===== config.mk =====
export PLATFORM = sky130hd
export DESIGN_NAME = io_port_decoder
export DESIGN_NICKNAME = d
export VERILOG_FILES = /design/src/rtl/io_dec_pkg.sv /design/src/rtl/io_addr_decode.sv /design/src/rtl/io_rd_merge.sv /design/src/rtl/io_cycle_fsm.sv /design/src/rtl/io_port_decoder.sv
export SDC_FILE = /design/constraint.sdc
export NUM_CORES = 1
export LEC_CHECK = 0
export CORE_MARGIN = 2
export CORE_UTILIZATION = 36
export CTS_BUF_LIST = sky130_fd_sc_hd__clkbuf_4 sky130_fd_sc_hd__clkbuf_8
export CTS_CLUSTER_DIAMETER = 200
export CTS_CLUSTER_SIZE = 14
export DETAILED_ROUTE_END_ITERATION = 8
export PLACE_DENSITY = 0.82
export SYNTH_ARGS = -nofsm -noshare
export SYNTH_HDL_FRONTEND = slang
export SYNTH_HIERARCHICAL = 1
export SYNTH_SLANG_ARGS = --single-unit

===== constraint.sdc =====
create_clock -name clk -period 2.22 [get_ports clk]
set_input_delay 0.333 -clock clk [delete_from_list [all_inputs] [get_ports clk]]
set_output_delay 0.333 -clock clk [all_outputs]
set_load 0.1 [all_outputs]

===== src/rtl/io_dec_pkg.sv =====
package io_dec_pkg;

    // Address bit positions that carry decode meaning
    localparam int unsigned BIT_MCTL_HI = 15;
    localparam int unsigned BIT_TMG     = 14;
    localparam int unsigned BIT_ROM     = 13;
    localparam int unsigned BIT_PIO     = 11;
    localparam int unsigned BIT_FDC_A   = 10;
    localparam int unsigned BIT_FN_HI   = 9;
    localparam int unsigned BIT_FN_LO   = 8;
    localparam int unsigned BIT_FDC_C   = 7;
    localparam int unsigned BIT_FDC_RS  = 0;

    localparam int unsigned NUM_RD_SRC  = 3;

    typedef enum logic [1:0] {
        CYC_IDLE  = 2'd0,
        CYC_WRITE = 2'd1,
        CYC_READ  = 2'd2,
        CYC_ACK   = 2'd3
    } cyc_state_e;

    typedef enum logic [1:0] {
        TFN_INDEX  = 2'd0,
        TFN_WRITE  = 2'd1,
        TFN_STATUS = 2'd2,
        TFN_READ   = 2'd3
    } tmg_fn_e;

    typedef struct packed {
        logic    mctl;
        logic    tmg;
        tmg_fn_e tmg_fn;
        logic    pio;
        logic    fdc;
        logic    motor;
        logic    rom;
    } hit_t;

endpackage


===== src/rtl/io_addr_decode.sv =====
module io_addr_decode
    import io_dec_pkg::*;
#(
    parameter int unsigned AW = 16
) (
    input  logic [AW-1:0] addr,
    output hit_t          hit
);
    localparam int unsigned FDC_W = 3;

    logic [FDC_W-1:0] fdc_bits;

    always_comb begin
        fdc_bits   = {addr[BIT_FDC_A], addr[BIT_FN_LO], addr[BIT_FDC_C]};
        hit.mctl   = (addr[BIT_MCTL_HI -: 2] == 2'b01);
        hit.tmg    = ~addr[BIT_TMG];
        hit.tmg_fn = tmg_fn_e'(addr[BIT_FN_HI:BIT_FN_LO]);
        hit.pio    = ~addr[BIT_PIO];
        hit.fdc    = (fdc_bits == 3'b010);
        hit.motor  = (fdc_bits == 3'b000);
        hit.rom    = ~addr[BIT_ROM];
    end

endmodule


===== src/rtl/io_rd_merge.sv =====
module io_rd_merge
    import io_dec_pkg::*;
#(
    parameter int unsigned DW = 8
) (
    input  logic          rd_en,
    input  hit_t          hit,
    input  logic [DW-1:0] tmg_rdata,
    input  logic [DW-1:0] pio_rdata,
    input  logic [DW-1:0] fdc_rdata,
    output logic [DW-1:0] bus
);
    logic [NUM_RD_SRC-1:0]         src_en;
    logic [NUM_RD_SRC-1:0][DW-1:0] src_dat;
    logic [NUM_RD_SRC-1:0][DW-1:0] masked;

    always_comb begin
        src_en[0]  = rd_en & hit.pio;
        src_en[1]  = rd_en & hit.fdc;
        src_en[2]  = rd_en & hit.tmg &
                     ((hit.tmg_fn == TFN_STATUS) || (hit.tmg_fn == TFN_READ));
        src_dat[0] = pio_rdata;
        src_dat[1] = fdc_rdata;
        src_dat[2] = tmg_rdata;
    end

    for (genvar k = 0; k < NUM_RD_SRC; k++) begin : g_src
        assign masked[k] = src_en[k] ? src_dat[k] : {DW{1'b1}};
    end

    always_comb begin
        bus = {DW{1'b1}};
        for (int k = 0; k < NUM_RD_SRC; k++) begin
            bus = bus & masked[k];
        end
    end

endmodule


===== src/rtl/io_cycle_fsm.sv =====
module io_cycle_fsm
    import io_dec_pkg::*;
(
    input  logic       clk,
    input  logic       rst_n,
    input  logic       io_wr,
    input  logic       io_rd,
    input  logic       int_ack,
    output cyc_state_e state,
    output logic       issue_wr,
    output logic       issue_rd,
    output logic       issue_ack
);
    cyc_state_e state_nx;

    always_ff @(posedge clk) begin
        if (!rst_n) state <= CYC_IDLE;
        else        state <= state_nx;
    end

    always_comb begin
        state_nx  = state;
        issue_wr  = 1'b0;
        issue_rd  = 1'b0;
        issue_ack = 1'b0;
        unique case (state)
            CYC_IDLE: begin
                if (int_ack) begin
                    state_nx  = CYC_ACK;
                    issue_ack = 1'b1;
                end else if (io_wr) begin
                    state_nx = CYC_WRITE;
                    issue_wr = 1'b1;
                end else if (io_rd) begin
                    state_nx = CYC_READ;
                    issue_rd = 1'b1;
                end
            end
            CYC_WRITE: if (!io_wr)   state_nx = CYC_IDLE;
            CYC_READ:  if (!io_rd)   state_nx = CYC_IDLE;
            CYC_ACK:   if (!int_ack) state_nx = CYC_IDLE;
            default:   state_nx = CYC_IDLE;
        endcase
    end

    // an issue only comes from idle, so two issues never follow each other
    a_r2_single_issue: assert property (@(posedge clk) disable iff (!rst_n)
        (issue_wr || issue_rd || issue_ack) |=> !(issue_wr || issue_rd || issue_ack));

endmodule


===== src/rtl/io_port_decoder.sv =====
module io_port_decoder
    import io_dec_pkg::*;
#(
    parameter int unsigned AW           = 16,
    parameter int unsigned DW           = 8,
    parameter int unsigned ROM_ALT_CODE = 7
) (
    input  logic          clk,
    input  logic          rst_n,
    input  logic [AW-1:0] io_addr,
    input  logic [DW-1:0] io_wdata,
    input  logic          io_wr,
    input  logic          io_rd,
    input  logic          int_ack,
    input  logic [DW-1:0] tmg_rdata,
    input  logic [DW-1:0] pio_rdata,
    input  logic [DW-1:0] fdc_rdata,
    output logic [DW-1:0] rd_data,
    output logic          mctl_wr,
    output logic          tmg_idx_wr,
    output logic          tmg_reg_wr,
    output logic          pio_wr,
    output logic [1:0]    pio_rs,
    output logic          fdc_wr,
    output logic          fdc_rs,
    output logic [DW-1:0] wr_bus,
    output logic          motor_on,
    output logic          rom_alt,
    output logic          ack_pulse
);
    localparam logic [DW-1:0] ROM_CODE = DW'(ROM_ALT_CODE);

    hit_t          hit;
    cyc_state_e    cyc_state;
    logic          issue_wr, issue_rd, issue_ack;
    logic [DW-1:0] merged;
    logic          unused_state;

    assign unused_state = ^cyc_state;

    io_addr_decode #(.AW(AW)) u_dec (
        .addr (io_addr),
        .hit  (hit)
    );

    io_rd_merge #(.DW(DW)) u_merge (
        .rd_en     (io_rd & ~int_ack),
        .hit       (hit),
        .tmg_rdata (tmg_rdata),
        .pio_rdata (pio_rdata),
        .fdc_rdata (fdc_rdata),
        .bus       (merged)
    );

    io_cycle_fsm u_fsm (
        .clk       (clk),
        .rst_n     (rst_n),
        .io_wr     (io_wr),
        .io_rd     (io_rd),
        .int_ack   (int_ack),
        .state     (cyc_state),
        .issue_wr  (issue_wr),
        .issue_rd  (issue_rd),
        .issue_ack (issue_ack)
    );

    assign rd_data = merged;

    always_ff @(posedge clk) begin
        if (!rst_n) begin
            mctl_wr    <= 1'b0;
            tmg_idx_wr <= 1'b0;
            tmg_reg_wr <= 1'b0;
            pio_wr     <= 1'b0;
            fdc_wr     <= 1'b0;
            pio_rs     <= '0;
            fdc_rs     <= 1'b0;
            wr_bus     <= '0;
            motor_on   <= 1'b0;
            rom_alt    <= 1'b0;
            ack_pulse  <= 1'b0;
        end else begin
            mctl_wr    <= 1'b0;
            tmg_idx_wr <= 1'b0;
            tmg_reg_wr <= 1'b0;
            pio_wr     <= 1'b0;
            fdc_wr     <= 1'b0;
            ack_pulse  <= issue_ack;
            if (issue_wr || issue_rd) begin
                mctl_wr    <= hit.mctl;
                tmg_idx_wr <= hit.tmg && (hit.tmg_fn == TFN_INDEX);
                tmg_reg_wr <= hit.tmg && (hit.tmg_fn == TFN_WRITE);
                pio_rs     <= io_addr[BIT_FN_HI:BIT_FN_LO];
                fdc_rs     <= io_addr[BIT_FDC_RS];
                wr_bus     <= issue_wr ? io_wdata : merged;
            end
            if (issue_wr) begin
                pio_wr <= hit.pio;
                fdc_wr <= hit.fdc;
                if (hit.motor) motor_on <= |io_wdata;
                if (hit.rom)   rom_alt  <= (io_wdata == ROM_CODE);
            end
        end
    end

    // strobes last one clock
    a_r2_mctl_one: assert property (@(posedge clk) disable iff (!rst_n)
        mctl_wr |=> !mctl_wr);
    a_r2_pio_one: assert property (@(posedge clk) disable iff (!rst_n)
        pio_wr |=> !pio_wr);
    // acknowledge returns all ones and is one clock long
    a_r10_ack_ff: assert property (@(posedge clk) disable iff (!rst_n)
        int_ack |-> (rd_data == {DW{1'b1}}));
    a_r10_ack_one: assert property (@(posedge clk) disable iff (!rst_n)
        ack_pulse |=> !ack_pulse);
    a_r10_ack_quiet: assert property (@(posedge clk) disable iff (!rst_n)
        ack_pulse |-> !(mctl_wr || tmg_idx_wr || tmg_reg_wr || pio_wr || fdc_wr));
    // one timing-controller function per access; R3 exclusive by bit 14
    a_r4_tmg_onehot: assert property (@(posedge clk) disable iff (!rst_n)
        $onehot0({mctl_wr, tmg_idx_wr, tmg_reg_wr}));
    // latches and read-only-ignored strobes move only after a write
    a_r12_rom_by_write: assert property (@(posedge clk) disable iff (!rst_n)
        !$stable(rom_alt) |-> $past(io_wr));
    a_r12_motor_by_write: assert property (@(posedge clk) disable iff (!rst_n)
        !$stable(motor_on) |-> $past(io_wr));
    a_r12_fdc_by_write: assert property (@(posedge clk) disable iff (!rst_n)
        fdc_wr |-> $past(io_wr));

endmodule


[Yosys cells after proc, flatten, opt, wreduce, memory -nomap -nowiden]
Index checks and enable logic that the tools add are counted.
Cells by class
  eq/ne operators: 13
  muxes and demuxes: 19
  bitwise logic cells: 11
  reduce and logical (&&, ||, !) cells: 14
Operator list (count)
  $mux 8: 4
  $and 8x8->8: 2
  $mux 2: 6
  $reduce_and 2->1: 5
  $eq 2x2->1 const B: 4
  $eq 8x3->1 const B: 1
  $mux 1: 8
  $pmux 2 s4: 1
  $reduce_or 8->1: 1
  $eq 2x1->1 const B: 3
  $ne 2x2->1 const B: 3
  $and 1x1->1: 5
  $logic_not 2->1: 2
  $ne 4x4->1 const B: 1
  $not 1->1: 4
  $reduce_and 4->1: 1
  $eq 3x2->1 const B: 1
  $logic_not 3->1: 1
  $logic_and 1x1->1: 2
  $logic_or 1x1->1: 2
Word-level totals
  register bits: 21
  input port bits: 53
  output and inout bits: 27
  word-level logic and storage cells: 69

[Longest topological paths before layout]
  depth after elaboration: 7
  gate-level depth with buffers: 7
  depth with buffers taken out: 6

[Modules after synthesis]
The synthesis kept the hierarchy.
By module, submodules not included
  io_port_decoder: instances 1, cells each 85, area each 773.2 µm², sequential area each 380.4 µm²
  io_rd_merge: instances 1, cells each 20, area each 188.9 µm², sequential area each 0.0 µm²
  io_cycle_fsm: instances 1, cells each 17, area each 140.1 µm², sequential area each 40.0 µm²
  io_addr_decode: instances 1, cells each 8, area each 55.1 µm², sequential area each 0.0 µm²

[Least setup slack after synthesis]
Ideal clock, no wire load.
  kind: input to register
  start point: input io_rd
  end point: register wr_bus[0]
  setup time: 0.059 ns
  arrival time: 1.980 ns
  data required time: 2.161 ns
  setup slack: 0.181 ns
  cell stages on the path: 7
  path buffers: 1
  cells stage by stage: nor2b_1 > buf_6 > nand2_2 > o221a_1 > mux2i_1 > o21ai_0 > and2_1
Between the ends
  cells in the longest elaborated chain, start to end: 6
  elaborated cells between the ends (all ways): 16
  classes of those cells: mux: 8; bitwise: 7; reduce/logical: 1
Ends and longest elaborated chain
  start, declared: RTL line io_port_decoder.sv:13  | input logic io_rd,
  $and 1x1->1 *: RTL line io_port_decoder.sv:47  | .rd_en (io_rd & ~int_ack),
  $and 1x1->1 (on tied branches): RTL line io_rd_merge.sv:18, io_rd_merge.sv:19, io_rd_merge.sv:20
  $mux 8 / $and 1x1->1 (equally long branches): RTL line io_rd_merge.sv:28, io_rd_merge.sv:20
  $and 8x8->8 / $mux 8 (equally long branches): RTL line io_rd_merge.sv:34, io_rd_merge.sv:28
  $and 8x8->8 *: RTL line io_rd_merge.sv:34  | bus = bus & masked[k];
  named net rd_data[0]: RTL line io_port_decoder.sv:18  | output logic [DW-1:0] rd_data,
  $mux 8 *: RTL line io_port_decoder.sv:95  | wr_bus <= issue_wr ? io_wdata : merged;
  end signal, assigned: RTL line io_port_decoder.sv:95
  end, declared: RTL line io_port_decoder.sv:26  | output logic [DW-1:0] wr_bus,
Mark *: on every way through the listed nets, which the timed path passes. The rest lies on a longest branch.
A chain may end at the register's enable or synchronous reset.

[Worst setup path after layout]
  start point: input io_rd
  end point: output rd_data[3]
Between the ends
  cells in the longest elaborated chain, start to end: 5
  elaborated cells between the ends (all ways): 10
  classes of those cells: mux: 3; bitwise: 7
Ends and longest elaborated chain (RTL line)
  $and 1x1->1 *: io_port_decoder.sv:47
  $and 1x1->1 (on tied branches): io_rd_merge.sv:18, io_rd_merge.sv:19, io_rd_merge.sv:20
  $mux 8 / $and 1x1->1 (equally long branches): io_rd_merge.sv:28, io_rd_merge.sv:20
  $and 8x8->8 / $mux 8 (equally long branches): io_rd_merge.sv:34, io_rd_merge.sv:28
  $and 8x8->8 *: io_rd_merge.sv:34
  end, declared: io_port_decoder.sv:18
Every way passes the cells marked *; elsewhere a longest branch is shown, timed or not.

==> reports/qor.yml <==
status: "complete, no violations"
finalHoldViolCount: 0
clockBufferDepth: 2
grt_max_degree: 24
finalCritPeriodShare_pct: 97.92
synth_ff_type: "dfxtp_1"
cap_violations: 0
cts_num_sinks: 21
viasPerCell: 5.061
die_y_um: 60.70
finalSetupViolCount: 0
synth_seq_cells: 21
powerDensity_nw_per_um2: 518.9
rows: 20
synthArstFlopShare_pct: 0
pin_count: 80
die_area_um2: 3684
timing.final.ws_setup_ns: 0.04614
grt_util_all_layers_pct: 19.68
antenna_found_initial: 0
synth_top_area_share_pct: 36.32
start_util_pct: 37.91
yosysUniqueCellTypes: 35
postCtsHoldBufs: 0
io_buffers: 72
clock_skew_ns: 0.01232
synth_fp_nets: 183
num_antenna_cells: 0
synth_common_cells: "21 x dfxtp_1, 13 x nand2_1, 13 x o21ai_0"
ir_drop_mv: 0.2387
hold_depth: 2
place_hpwl_um: 2760
cts-htree-levels: 1
grt_pass1_vias: 1305
path_class: "in2out"
yosysTopAreaCell: "dfxtp_1"
post_route_cells_drive_above_1_share_pct: 22.28
cp_data_required_time_ns: 1.89
path_clk_slew_ns: 0.13
syn_area_um2: 1157
slew_headroom_pct: 75.48
worstHoldStart: "fdc_rs"
slew_viol_final: 0
num-nets-final: 256
worstReg2RegStart: "u_fsm/state[0]"
startpoint_type: "primary input"
p_leak_nw: 0.7732
grt_pass1_wl_um: 5368
placedInstanceArea_um2: 1974
ys_seq_area_share_pct: 36.32
cts_tree: "built"
yosys.cell_count.top_type: "dfxtp_1"
grt_overflow: 0
drc: 0
numCtsBuffers: 3
syn_inst: 130
drt_iter0_drc: 30
antenna_left: 0
hold_ws_ns: 0.4723
dieWidth_um: 60.70
cts_root_buf: "clkbuf_4"
wire_per_inst_um: 13.89
crit_fanout: 10
yosysWarnings: 6
vias: 1245
design.core.area_um2: 3053
area_delta_synth_final_pct: 73.30
synth_edf_count: 0
worst-r2r-cell-count: 5
fin_area_um2: 2006
hold_class: "reg2reg"
post_cts_resized: 0
fmax_ghz: 0.4600
rsz0062_at_grt: "true"
post-cts-setup-buffer-count: 0
finalSetupTns_ns: 0
layout_min_cycle_time_ns: 2.174
p_total_mw: 1.041
wl_um: 3416
dpl_worst_slack_ns: 0.01887
end_kind: "primary output"
critical_path_arrival_ns: 1.84
dr.pass1.iters: 4
tightest_slew_ns: 0.3665
yosys-top-cells-area: "dfxtp_1 36%, mux2i_1 7.8%, o221a_1 7.8%"
avgSynthCellArea_um2: 8.903
clk_latency_ns: 0.30
gp_congestion: 0.7573
crit_start: "io_rd"
==> metal layers <==
metal	track usage (%)	routed length (µm)
met3	2.985	239
met2	38.56	1819
met1	19.90	1297
met4	9.627	59
met5	0	0
==> area by class of cell <==
type / count / area [µm²]
timing repair buffer: 78 / 814.5
inverter: 5 / 18.77
fill: 265 / 1047
clock buffer: 3 / 22.52
sequential: 21 / 420.4
clock inverter: 1 / 5.005
tap: 44 / 55.05
multi-input combinational: 94 / 669.4
==> critical path, stage by stage <==
cell	delay, ns
clkdlybuf4s50_1	0.48
nor2b_1	0.19
buf_6	0.18
nand2_2	0.14
o221a_1	0.32
buf_12	0.19
==> path summary, 6_finish.rpt <==
path / to / slack [ns]
setup / recovery: rd_data[3] / 0.05
setup reg to reg: wr_bus[3] / 0.71
hold / removal: fdc_rs / 0.47
hold reg to reg: fdc_rs / 0.47
==> stage by stage <==
| stage | utilization [%] | cells |
|---|---|---|
| 3_3_place_gp | 64.67 | 242 |
| 3_5_place_dp | 64.67 | 242 |
| 4_1_cts | 65.57 | 246 |
| 2_1_floorplan | - | 130 |
| 6_report | 65.70 | 246 |
| 5_1_grt | 65.70 | 246 |
==> placed cells by master, fill, tap and decap left out, types with 3 or more instances in the layout <==
cell / instances
clkdlybuf4s50_1: 45
buf_4: 23
dfxtp_1: 21
nand2_1: 13
o21ai_0: 13
mux2i_1: 9
and2_1: 9
buf_12: 9
nand3b_1: 8
o221a_1: 8
inv_1: 5
nor2b_1: 3
nor2_1: 3
a21boi_0: 3
a21oi_1: 3
clkbuf_4: 3
==> cells by family (layout without fill, tap and decap cells) <==
family / count (synthesis) / in the layout / synth area share [%]
DFF: 21 / 21 / 36.32
AOI/OAI and AO/OA: 30 / 30 / 18.70
buffers and inverters: 15 / 87 / 6.917
and+or+nand+nor: 55 / 55 / 30.27
muxes: 9 / 9 / 7.784
==> registers in the layout (all words and copies together) (netlist names) <==
signal and cells:
fdc_rs 1, fdc_wr 1, tmg_reg_wr 1, mctl_wr 1
motor_on 1, pio_rs 2, rom_alt 1, u_fsm/state 2
ack_pulse 1, tmg_idx_wr 1, pio_wr 1, wr_bus 8
==> power by group <==
part	total [mW]	switching (mW)	internal, mW
Sequential	0.414	0.0155	0.398
Clock	0.186	0.119	0.0671
Combinational	0.441	0.269	0.172
Total	1.04	0.404	0.637
Power figures use the tool's default switching activity.
